`config.mk`:
```
export PLATFORM = sky130hd
export DESIGN_NAME = sar_adc_ctrl
export DESIGN_NICKNAME = d
export VERILOG_FILES = /design/src/rtl/sar_adc_pkg.sv /design/src/rtl/sar_pacer.sv /design/src/rtl/sar_approx.sv /design/src/rtl/sar_adc_ctrl.sv
export SDC_FILE = /design/constraint.sdc
export NUM_CORES = 1
export LEC_CHECK = 0
export CAP_MARGIN = 20
export CORE_MARGIN = 2
export CORE_UTILIZATION = 43
export DETAILED_ROUTE_END_ITERATION = 8
export PLACE_DENSITY = 0.75
export SETUP_SLACK_MARGIN = 0.02
export SLEW_MARGIN = 25
export SYNTH_ARGS = -nofsm -noshare
export SYNTH_HDL_FRONTEND = slang
export SYNTH_SLANG_ARGS = --single-unit
```
`constraint.sdc`:
```
create_clock -name clk -period 2.2 [get_ports clk]
set_input_delay 0.66 -clock clk [delete_from_list [all_inputs] [get_ports clk]]
set_output_delay 0.66 -clock clk [all_outputs]
set_load 0.01 [all_outputs]
```
`src/rtl/sar_adc_pkg.sv`:
```
package sar_adc_pkg;

    localparam int CODE_W = 8;
    localparam int IDX_W  = $clog2(CODE_W);
    localparam int REG_W  = 8;
    localparam int CHAN_W = 3;

    localparam logic [1:0] A_CTRL   = 2'd0;
    localparam logic [1:0] A_RESULT = 2'd1;
    localparam logic [1:0] A_IRQCFG = 2'd2;
    localparam logic [1:0] A_IRQFLG = 2'd3;

    localparam int B_LADDER = 3;
    localparam int B_DONE   = 4;
    localparam int B_IRQEN  = 7;
    localparam int B_IRQFLG = 0;

    typedef enum logic [1:0] {
        ST_IDLE  = 2'd0,
        ST_CLEAR = 2'd1,
        ST_TRIAL = 2'd2
    } sar_state_e;

    typedef struct packed {
        sar_state_e          st;
        logic [CODE_W-1:0]   code;
        logic [IDX_W-1:0]    idx;
    } sar_core_s;

    typedef struct packed {
        logic [CHAN_W-1:0]   chan;
        logic                ladder;
        logic                done;
        logic                irq_en;
        logic                irq_flag;
    } sar_regs_s;

endpackage

```
`src/rtl/sar_pacer.sv`:
```
module sar_pacer #(
    parameter int STEP_CYC = 6
) (
    input  logic clk,
    input  logic rst_n,
    input  logic clear_i,
    input  logic run_i,
    output logic tick_o
);
    localparam int CNT_W = (STEP_CYC > 1) ? $clog2(STEP_CYC) : 1;
    localparam logic [CNT_W-1:0] LAST = CNT_W'(STEP_CYC - 1);

    logic [CNT_W-1:0] cnt_d, cnt_q;

    always_comb begin
        tick_o = run_i && !clear_i && (cnt_q == LAST);
        cnt_d  = cnt_q;
        if (clear_i || !run_i || tick_o) begin
            cnt_d = '0;
        end else begin
            cnt_d = cnt_q + 1'b1;
        end
    end

    always_ff @(posedge clk) begin
        if (!rst_n) begin
            cnt_q <= '0;
        end else begin
            cnt_q <= cnt_d;
        end
    end
endmodule

```
`src/rtl/sar_approx.sv`:
```
module sar_approx
    import sar_adc_pkg::*;
(
    input  logic              clk,
    input  logic              rst_n,
    input  logic              start_i,
    input  logic              tick_i,
    input  logic              cmp_i,
    output logic [CODE_W-1:0] code_o,
    output logic              busy_o,
    output logic              trial_o,
    output logic              finish_o
);
    localparam logic [IDX_W-1:0] TOP_IDX = IDX_W'(CODE_W - 1);

    sar_core_s s_d, s_q;

    always_comb begin
        s_d      = s_q;
        finish_o = 1'b0;
        if (start_i) begin
            s_d.st   = ST_CLEAR;
            s_d.code = '0;
            s_d.idx  = TOP_IDX;
        end else begin
            case (s_q.st)
                ST_CLEAR: begin
                    s_d.st            = ST_TRIAL;
                    s_d.idx           = TOP_IDX;
                    s_d.code          = '0;
                    s_d.code[TOP_IDX] = 1'b1;
                end
                ST_TRIAL: begin
                    if (tick_i) begin
                        if (!cmp_i) begin
                            s_d.code[s_q.idx] = 1'b0;
                        end
                        if (s_q.idx == '0) begin
                            s_d.st   = ST_IDLE;
                            finish_o = 1'b1;
                        end else begin
                            s_d.idx               = s_q.idx - 1'b1;
                            s_d.code[s_q.idx - 1'b1] = 1'b1;
                        end
                    end
                end
                default: s_d.st = ST_IDLE;
            endcase
        end
    end

    always_ff @(posedge clk) begin
        if (!rst_n) begin
            s_q <= '{st: ST_IDLE, code: '0, idx: '0};
        end else begin
            s_q <= s_d;
        end
    end

    assign code_o  = s_q.code;
    assign busy_o  = (s_q.st != ST_IDLE);
    assign trial_o = (s_q.st == ST_TRIAL);
endmodule

```
`src/rtl/sar_adc_ctrl.sv`:
```
module sar_adc_ctrl
    import sar_adc_pkg::*;
#(
    parameter int STEP_CYC = 6
) (
    input  logic              clk,
    input  logic              rst_n,
    input  logic              bus_we,
    input  logic [1:0]        bus_addr,
    input  logic [REG_W-1:0]  bus_wdata,
    output logic [REG_W-1:0]  bus_rdata,
    input  logic              cmp_in,
    output logic [CODE_W-1:0] dac_code,
    output logic              ladder_on,
    output logic [CHAN_W-1:0] chan_sel,
    output logic              irq
);
    sar_regs_s regs_d, regs_q;

    logic wr_ctrl, wr_cfg, wr_flag, start_req;
    logic tick, conv_busy, conv_trial, conv_finish;
    logic unused_wbits;

    assign wr_ctrl   = bus_we && (bus_addr == A_CTRL);
    assign wr_cfg    = bus_we && (bus_addr == A_IRQCFG);
    assign wr_flag   = bus_we && (bus_addr == A_IRQFLG);
    assign start_req = wr_ctrl && !bus_wdata[B_DONE];
    assign unused_wbits = ^bus_wdata[6:5];

    sar_pacer #(.STEP_CYC(STEP_CYC)) u_pacer (
        .clk     (clk),
        .rst_n   (rst_n),
        .clear_i (start_req),
        .run_i   (conv_trial),
        .tick_o  (tick)
    );

    sar_approx u_approx (
        .clk      (clk),
        .rst_n    (rst_n),
        .start_i  (start_req),
        .tick_i   (tick),
        .cmp_i    (cmp_in),
        .code_o   (dac_code),
        .busy_o   (conv_busy),
        .trial_o  (conv_trial),
        .finish_o (conv_finish)
    );

    always_comb begin
        regs_d = regs_q;
        if (wr_ctrl) begin
            regs_d.chan   = bus_wdata[CHAN_W-1:0];
            regs_d.ladder = bus_wdata[B_LADDER];
            if (start_req) begin
                regs_d.done = 1'b0;
            end
        end
        if (wr_cfg) begin
            regs_d.irq_en = bus_wdata[B_IRQEN];
        end
        if (wr_flag) begin
            regs_d.irq_flag = bus_wdata[B_IRQFLG];
        end
        if (conv_finish) begin
            regs_d.done = 1'b1;
            if (regs_q.irq_en) begin
                regs_d.irq_flag = 1'b1;
            end
        end
    end

    always_ff @(posedge clk) begin
        if (!rst_n) begin
            regs_q <= '0;
        end else begin
            regs_q <= regs_d;
        end
    end

    always_comb begin
        bus_rdata = '0;
        case (bus_addr)
            A_CTRL: begin
                bus_rdata[CHAN_W-1:0] = regs_q.chan;
                bus_rdata[B_LADDER]   = regs_q.ladder;
                bus_rdata[B_DONE]     = regs_q.done;
            end
            A_RESULT: bus_rdata = dac_code;
            A_IRQCFG: bus_rdata[B_IRQEN]  = regs_q.irq_en;
            default:  bus_rdata[B_IRQFLG] = regs_q.irq_flag;
        endcase
    end

    assign ladder_on = regs_q.ladder;
    assign chan_sel  = regs_q.chan;
    assign irq       = regs_q.irq_flag;
endmodule

```
==> metrics.md, run 1 <==
| Metric | Value |
|---|---|
| Crit path setup slack, layout | `55.1 ps` |
| Number of non-filler instances in the completed layout | `around 230` |
| Crit. End Element | `primary output` |
| Worst clock skew | `1.64 ps` |
| Fmax | `around 0.47 GHz` |
| Leakage power | `between 0.7 and 0.8 nW` |
| Worst min path class | `register to register` |
| Die X | `around 60 um` |
| Initial Utilization | `roughly 45%` |
| DRT met1 WL | `about 1.5 mm` |
| Post-synthesis adder-cell area fraction | `under 10%` |
| Ys async rst share | `0%` |
| Routed WL | `3.64 mm` |
| Post-synthesis simple-gate area fraction | `between 20% and 30%` |
| CP Class | `input pin to primary output` |
| IO Count | `35` |
| Ys flop type | `dfxtp_1` |
| First-pass iteration count of the detailed router | `4` |
| Post-Synthesis Cell Area | `between 1000 and 1500 um2` |
| Slowest cell on crit path | `clkdlybuf4s15_2` |
| GR Util All Layers | `approximately 22%` |
| PnR Total Power | `between 0.7 and 0.8 mW` |
| CP startpoint kind | `input pin` |
| Power Dens Cells | `around 450 nW/um2` |
| Final Cell Area | `roughly 1700 um2` |
| Detail Placement HPWL | `about 2.8 mm` |
| RSZ-0062 raised after global routing | `false` |
| Routability Congestion | `roughly 0.83` |
| CP Cell Sequence | `buf_2, inv_2, ha_4, buf_4, and2_1, clkdlybuf4s15_2` |
| Setup slack at placement | `-864 ps` |
| Worst VDD drop | `0.000222 V` |
| Main combinational cell family by area after synthesis | `simple AND/OR/NAND/NOR gates` |
| Placed Instances | `221` |
| Clk buf depth | `2` |
| Synth Area in Compound Gates | `between 20% and 30%` |
| Largest stage delay, worst path | `roughly 210 ps` |
| Setup violators final | `0` |
| Synth Area per Inst | `~8.7 um2` |
| Critical Path Fanout Max | `4` |
| Final period util | `~97%` |
| Worst path arrival time | `around 1500 ps` |
| Post-synthesis mux area share | `1.59%` |
| # rows | `20` |
| WP data required | `1540 ps` |
| Wire length on met3 | `~190 um` |
| Post-synth EDFFs | `0` |
| ANT cells | `0` |
| Yosys cell types | `45` |
| Clock insertion delay at the later pin of the skew report | `about 320 ps` |
| Remaining Overflow, GRT | `0` |
| Setup TNS | `0 ps` |
| CTS tree | `built` |
| Pin count of the biggest net entering global routing | `13` |
| DIE HEIGHT | `around 60 um` |
| CTS root buf | `clkbuf_4` |
| Crit path time final | `2140 ps` |
| Synthesis Warnings | `0` |
| Wire length on met2 | `approximately 1.8 mm` |
| Number of DRC markers in iteration 0 | `74` |
| DIE AREA | `about 3600 um2` |
| Area grow syn2layout | `30.2%` |
| Largest area contributor in the netlist | `dfxtp_1` |
| Share of cells above drive strength 1 | `around 22%` |
| Count leader, synth | `dfxtp_1` |
| Vias | `around 1.3k` |
| CTS sink count | `23` |
| Final ANT Viol Nets | `0` |
| Yosys top cell area share | `34.3%` |
| Synth Register Bits | `23` |
| Port Buf Inserts | `32` |
| Layout net count | `between 200 and 250` |
| Vias per inst | `between 5 and 6` |
| Crit-path leading delay family | `buffers and inverters` |
| CTS Buf Count | `3` |
| Hold WS | `approximately 470 ps` |
| Register area share after synthesis | `around a third` |
| Outcome | `complete, no violations` |
| Max-Cap Viols | `0` |
| Area post-placement | `~1700 um2` |
| Post-cts hold buffer count | `0` |
| Post-synth top cells | `dfxtp_1 (23), a21oi_1 (15), buf_4 (11), nand2_1 (11), nand3_1 (11)` |
| Core box area | `around 3000 um2` |
| H-tree depth | `1` |
| Synthesized Nets | `roughly 180` |
| Slew headroom | `approximately three quarters` |
| Global-route wire length before repair | `about 5.8 mm` |
| Initial antenna violation count | `0` |
| Hold Fails Final Rpt | `0` |
| WL/cell | `approximately 16 um` |
| Post-synthesis cell count | `around 150` |
| XOR/XNOR share of the synthesized area | `approximately 1.3%` |
| Number of fillers in the final layout | `between 200 and 300` |
| Vias in the first global route | `1243` |
| DRC viols | `0` |
| Top Layer Used | `met4` |
| Worst-Margin Slew | `approximately 390 ps` |
| Worst Path Buf+Inv | `4` |
| Area contributors post-synth | `dfxtp_1 (34%), ha_1 (8.4%), buf_4 (6.2%)` |
| Pins over their slew limit | `0` |
| Final core occ | `58.2%` |
| Worst-path clk slew | `roughly 130 ps` |
==> cell type report <==
type	instances	area [um2]	area share, %
inverter	8	30.0	1.72
clock buffer	4	26.3	1.50
timing repair buffer	49	408	23.4
multi-input combinational	109	781	44.7
tap	33	41.3	2.36
sequential	23	460	26.4
==> timing repair <==
| item | in CTS | in global routing |
|---|---|---|
| endpoints found under the setup margin | 17 | 1 |
| setup buffers | 1 | 0 |
| pin swaps | 2 | 0 |
| gates resized for setup | 47 | 1 |
==> layer usage <==
| metal | up-vias | global-route usage, % |
|---|---|---|
| met5 | - | 0 |
| met4 | 0 | 10.2 |
| met3 | 9 | 3.25 |
| met2 | 53 | 36.5 |
| met1 | 625 | 26.4 |
| li1 | 637 | - |
==> worst paths after layout <==
| kind | cells past startpoint | end | slack [ps] | from |
|---|---|---|---|---|
| min reg2reg | 1 | u_pacer.cnt_q[0]$_SDFF_PP0_ | 470 | u_pacer.cnt_q[0]$_SDFF_PP0_ |
| max | 6 | bus_rdata[6] | 60 | bus_addr[1] |
| max reg2reg | 6 | u_approx.code_o[7]$_SDFFE_PP0P_ | 190 | u_approx.s_q[0]$_SDFFE_PN0P_ |
| min | 1 | u_pacer.cnt_q[0]$_SDFF_PP0_ | 470 | u_pacer.cnt_q[0]$_SDFF_PP0_ |
==> worst register-to-register path: cells and delay by family (launching register included) <==
family          cells  cell delay [ps]
fa+ha+maj           1              320
compound gates      3              520
buf+inv             1              230
flops               1              400
simple gates        1              480
==> cell usage in the layout, fill, tap and decap left out, types with 2 or more instances in the layout <==
cell / n
nand3_1: 11
nor3_1: 4
nand2_1: 11
clkbuf_4: 3
and2_1: 2
o311ai_0: 2
buf_4: 16
inv_1: 5
nor2_1: 9
ha_1: 6
buf_2: 9
nor2b_1: 3
ha_4: 2
nand2b_1: 4
o41ai_1: 3
a31o_2: 2
inv_2: 2
a21oi_1: 15
a22o_1: 4
nor4_1: 2
clkdlybuf4s50_1: 22
dfxtp_1: 23
nand4_1: 2
o21a_1: 2
==> logic make-up (layout without fill, tap and decap cells) <==
group           count (synthesis)  after routing
buf+inv                        22             61
fa+ha+maj                       9              9
mux                             2              2
xor+xnor                        2              2
flops                          23             23
simple gates                   55             55
compound gates                 41             41
==> sequential cells by signal, indices dropped and copies added, names as in the netlist <==
| register | flops |
|---|---|
| regs_q | 2 |
| u_pacer.cnt_q | 3 |
| ladder_on | 1 |
| irq | 1 |
| u_approx.s_q | 5 |
| u_approx.code_o | 8 |
| chan_sel | 3 |
==> where the power goes <==
| part | switching (mW) | internal (mW) |
|---|---|---|
| clock network | 0.132 | 0.0710 |
| logic | 0.0734 | 0.0712 |
| registers | 0.0105 | 0.424 |
| total | 0.216 | 0.566 |
No activity file was read; power rests on OpenSTA's default activity.
==> inputs of run 2 (changes only) <==
- HOLD_SLACK_MARGIN: unset -> 0.05
==> results of run 2 <==
No change in the layout: final DEF, timing and power equal those of run 1.
==> inputs of run 3 (changes only) <==
- CELL_PAD_IN_SITES_DETAIL_PLACEMENT: unset -> 1
- CELL_PAD_IN_SITES_GLOBAL_PLACEMENT: unset -> 1
- CORE_UTILIZATION: 43 -> 32
==> metrics.md, run 3 (same netlist as run 1, synthesis figures left out) <==
| Metric | Value |
|---|---|
| Outcome | `complete, no violations` |
| Area grow syn2layout | `37.1%` |
| Initial Utilization | `roughly a third` |
| CP startpoint kind | `input pin` |
| Crit path time final | `around 2200 ps` |
| Power Dens Cells | `between 400 and 500 nW/um2` |
| ANT cells | `0` |
| CTS root buf | `clkbuf_8` |
| Net Sw Power | `about 0.23 mW` |
| Vias per inst | `5.48` |
| Share of cells above drive strength 1 | `roughly 25%` |
| Final core occ | `roughly 46%` |
| Slew headroom | `71.5%` |
| Worst VDD drop | `approximately 0.00020 V` |
| FF/Latch Area | `460 um2` |
| H-tree depth | `1` |
| Clk buf depth | `2` |
| WP data required | `1540 ps` |
| CTS sink count | `23` |
| Setup violators final | `0` |
| Internal Dissipation | `between 0.6 and 0.7 mW` |
| Number of fillers in the final layout | `around 470` |
| Critical Path Fanout Max | `3` |
| Largest register FFs | `8` |
| Worst-path clk slew | `approximately 90 ps` |
| Routed WL | `4.24 mm` |
| IO Count | `35` |
| Routability Congestion | `about 0.82` |
| Clk pwr share | `a little under a third` |
| Pins over their slew limit | `0` |
| Worst path arrival time | `approximately 1500 ps` |
| Number of non-filler instances in the completed layout | `approximately 250` |
| Hold Fails Final Rpt | `0` |
| Fmax | `~0.46 GHz` |
| Slowest cell on crit path | `ha_1` |
| Die X | `68.7 um` |
| DIE HEIGHT | `68.7 um` |
| Switching share of power | `26.8%` |
| Layout net count | `221` |
| CTS tree | `built` |
| Placed Instances | `about 240` |
| Initial antenna violation count | `0` |
| RSZ-0062 raised after global routing | `true` |
| # rows | `23` |
| Vias in the first global route | `between 1k and 1.5k` |
| Top cell by count, worst path | `buf_4` |
| Pin count of the biggest net entering global routing | `14` |
| Worst min path class | `register to register` |
| Leakage power | `0.766 nW` |
| Final period util | `98.8%` |
| Post-cts hold buffer count | `0` |
| PnR Total Power | `0.856 mW` |
| Number of DRC markers in iteration 0 | `32` |
| Hold WS | `464 ps` |
| Remaining Overflow, GRT | `0` |
| First-pass iteration count of the detailed router | `4` |
| Core box area | `4030 um2` |
| Final ANT Viol Nets | `0` |
| Most common cell after layout, fill and taps aside | `dfxtp_1` |
| Detail Placement HPWL | `3.19 mm` |
| Port Buf Inserts | `32` |
| Reg2reg start | `u_approx.s_q[0]$_SDFFE_PN0P_` |
| CP Class | `input pin to primary output` |
| Crit-path leading delay family | `buffers and inverters` |
| Worst hold path startpoint | `u_pacer.cnt_q[0]$_SDFF_PP0_` |
| Largest stage delay, worst path | `between 200 and 250 ps` |
| Part of the power in registers | `roughly 51%` |
| Global-route wire length before repair | `~6.6 mm` |
| Commonest non-fill, non-tap cells in the layout | `dfxtp_1 (23), buf_4 (21), clkdlybuf4s50_1 (20), a21oi_1 (15)` |
| Clock insertion delay at the later pin of the skew report | `~270 ps` |
| WL/cell | `roughly 17 um` |
| GR Util All Layers | `between 10% and 20%` |
| DRC viols | `0` |
| Crit. End Element | `primary output` |
| CTS Buf Count | `3` |
| Worst-Margin Slew | `around 430 ps` |
| Vias | `about 1.4k` |
| Worst Path Buf+Inv | `3` |
| Crit. Startpoint | `bus_addr[1]` |
| Worst clock skew | `about 6.5 ps` |
| DIE AREA | `~4700 um2` |
| CP Cell Sequence | `buf_4, buf_4, ha_1, a22oi_2, nor2b_1, buf_2` |
| Comb pwr share | `18.2%` |
| Area of the multi-input gates | `approximately 800 um2` |
| Max-Cap Viols | `0` |
[run 3: worst register-to-register path, stage by stage (launching register included)]
cell,delay (ps)
dfxtp_1,400
inv_1,230
ha_1,340
or3b_2,490
a211oi_1,270
o22ai_1,130
a21oi_1,130
[run 3: metrics by stage]
stage / worst slack, ps / TNS, ps / cell area (um2)
2_1_floorplan: 65.0 / 0 / 1340
3_3_place_gp: -772 / -13440 / 1750
3_5_place_dp: -901 / -14510 / 1750
4_1_cts: 31.4 / 0 / 1790
5_1_grt: -33.1 / -43.6 / 1840
6_report: 25.9 / 0 / 1840
[run 3: area by class of cell]
cell class / instances / area share (%)
clock inverters: 1 / 0.272
flip-flops and latches: 23 / 25.0
inverters: 8 / 1.77
multi-input cells: 109 / 43.1
clock buffers: 3 / 2.24
repair buffers: 53 / 24.2
well taps: 50 / 3.40
[run 3: power by group through the flow]
stage          combinational [mW]  sequential (mW)  clock (mW)
4_1_cts                     0.146            0.434       0.274
3_5_place_dp                0.140            0.443           0
3_3_place_gp                0.134            0.443           0
6_report                    0.156            0.435       0.265
5_1_grt                     0.170            0.436       0.290
2_1_floorplan              0.0735            0.439           0
[run 3: final timing paths]
path	endpoint	slack [ps]	depth (start not counted)
setup / recovery	bus_rdata[7]	30	6
hold / removal	u_pacer.cnt_q[0]$_SDFF_PP0_	460	1
setup reg to reg	u_approx.code_o[7]$_SDFFE_PP0P_	160	6
hold reg to reg	u_pacer.cnt_q[0]$_SDFF_PP0_	460	1
[run 3: what timing repair did]
action / 4_1_cts / 5_1_grt
pin swaps: 2 / 3
setup endpoints to repair: 23 / 6
gates resized for setup: 49 / 8
buffers inserted: 0 / 4
endpoints found under the hold margin: 0 / 0
[run 3: layer usage]
metal	share of wire [%]	up-vias	track usage, %
met4	1.5	0	5.88
met5	0	-	0
met3	4.6	8	3.25
li1	-	647	-
met1	43	664	22.6
met2	51	35	33.9
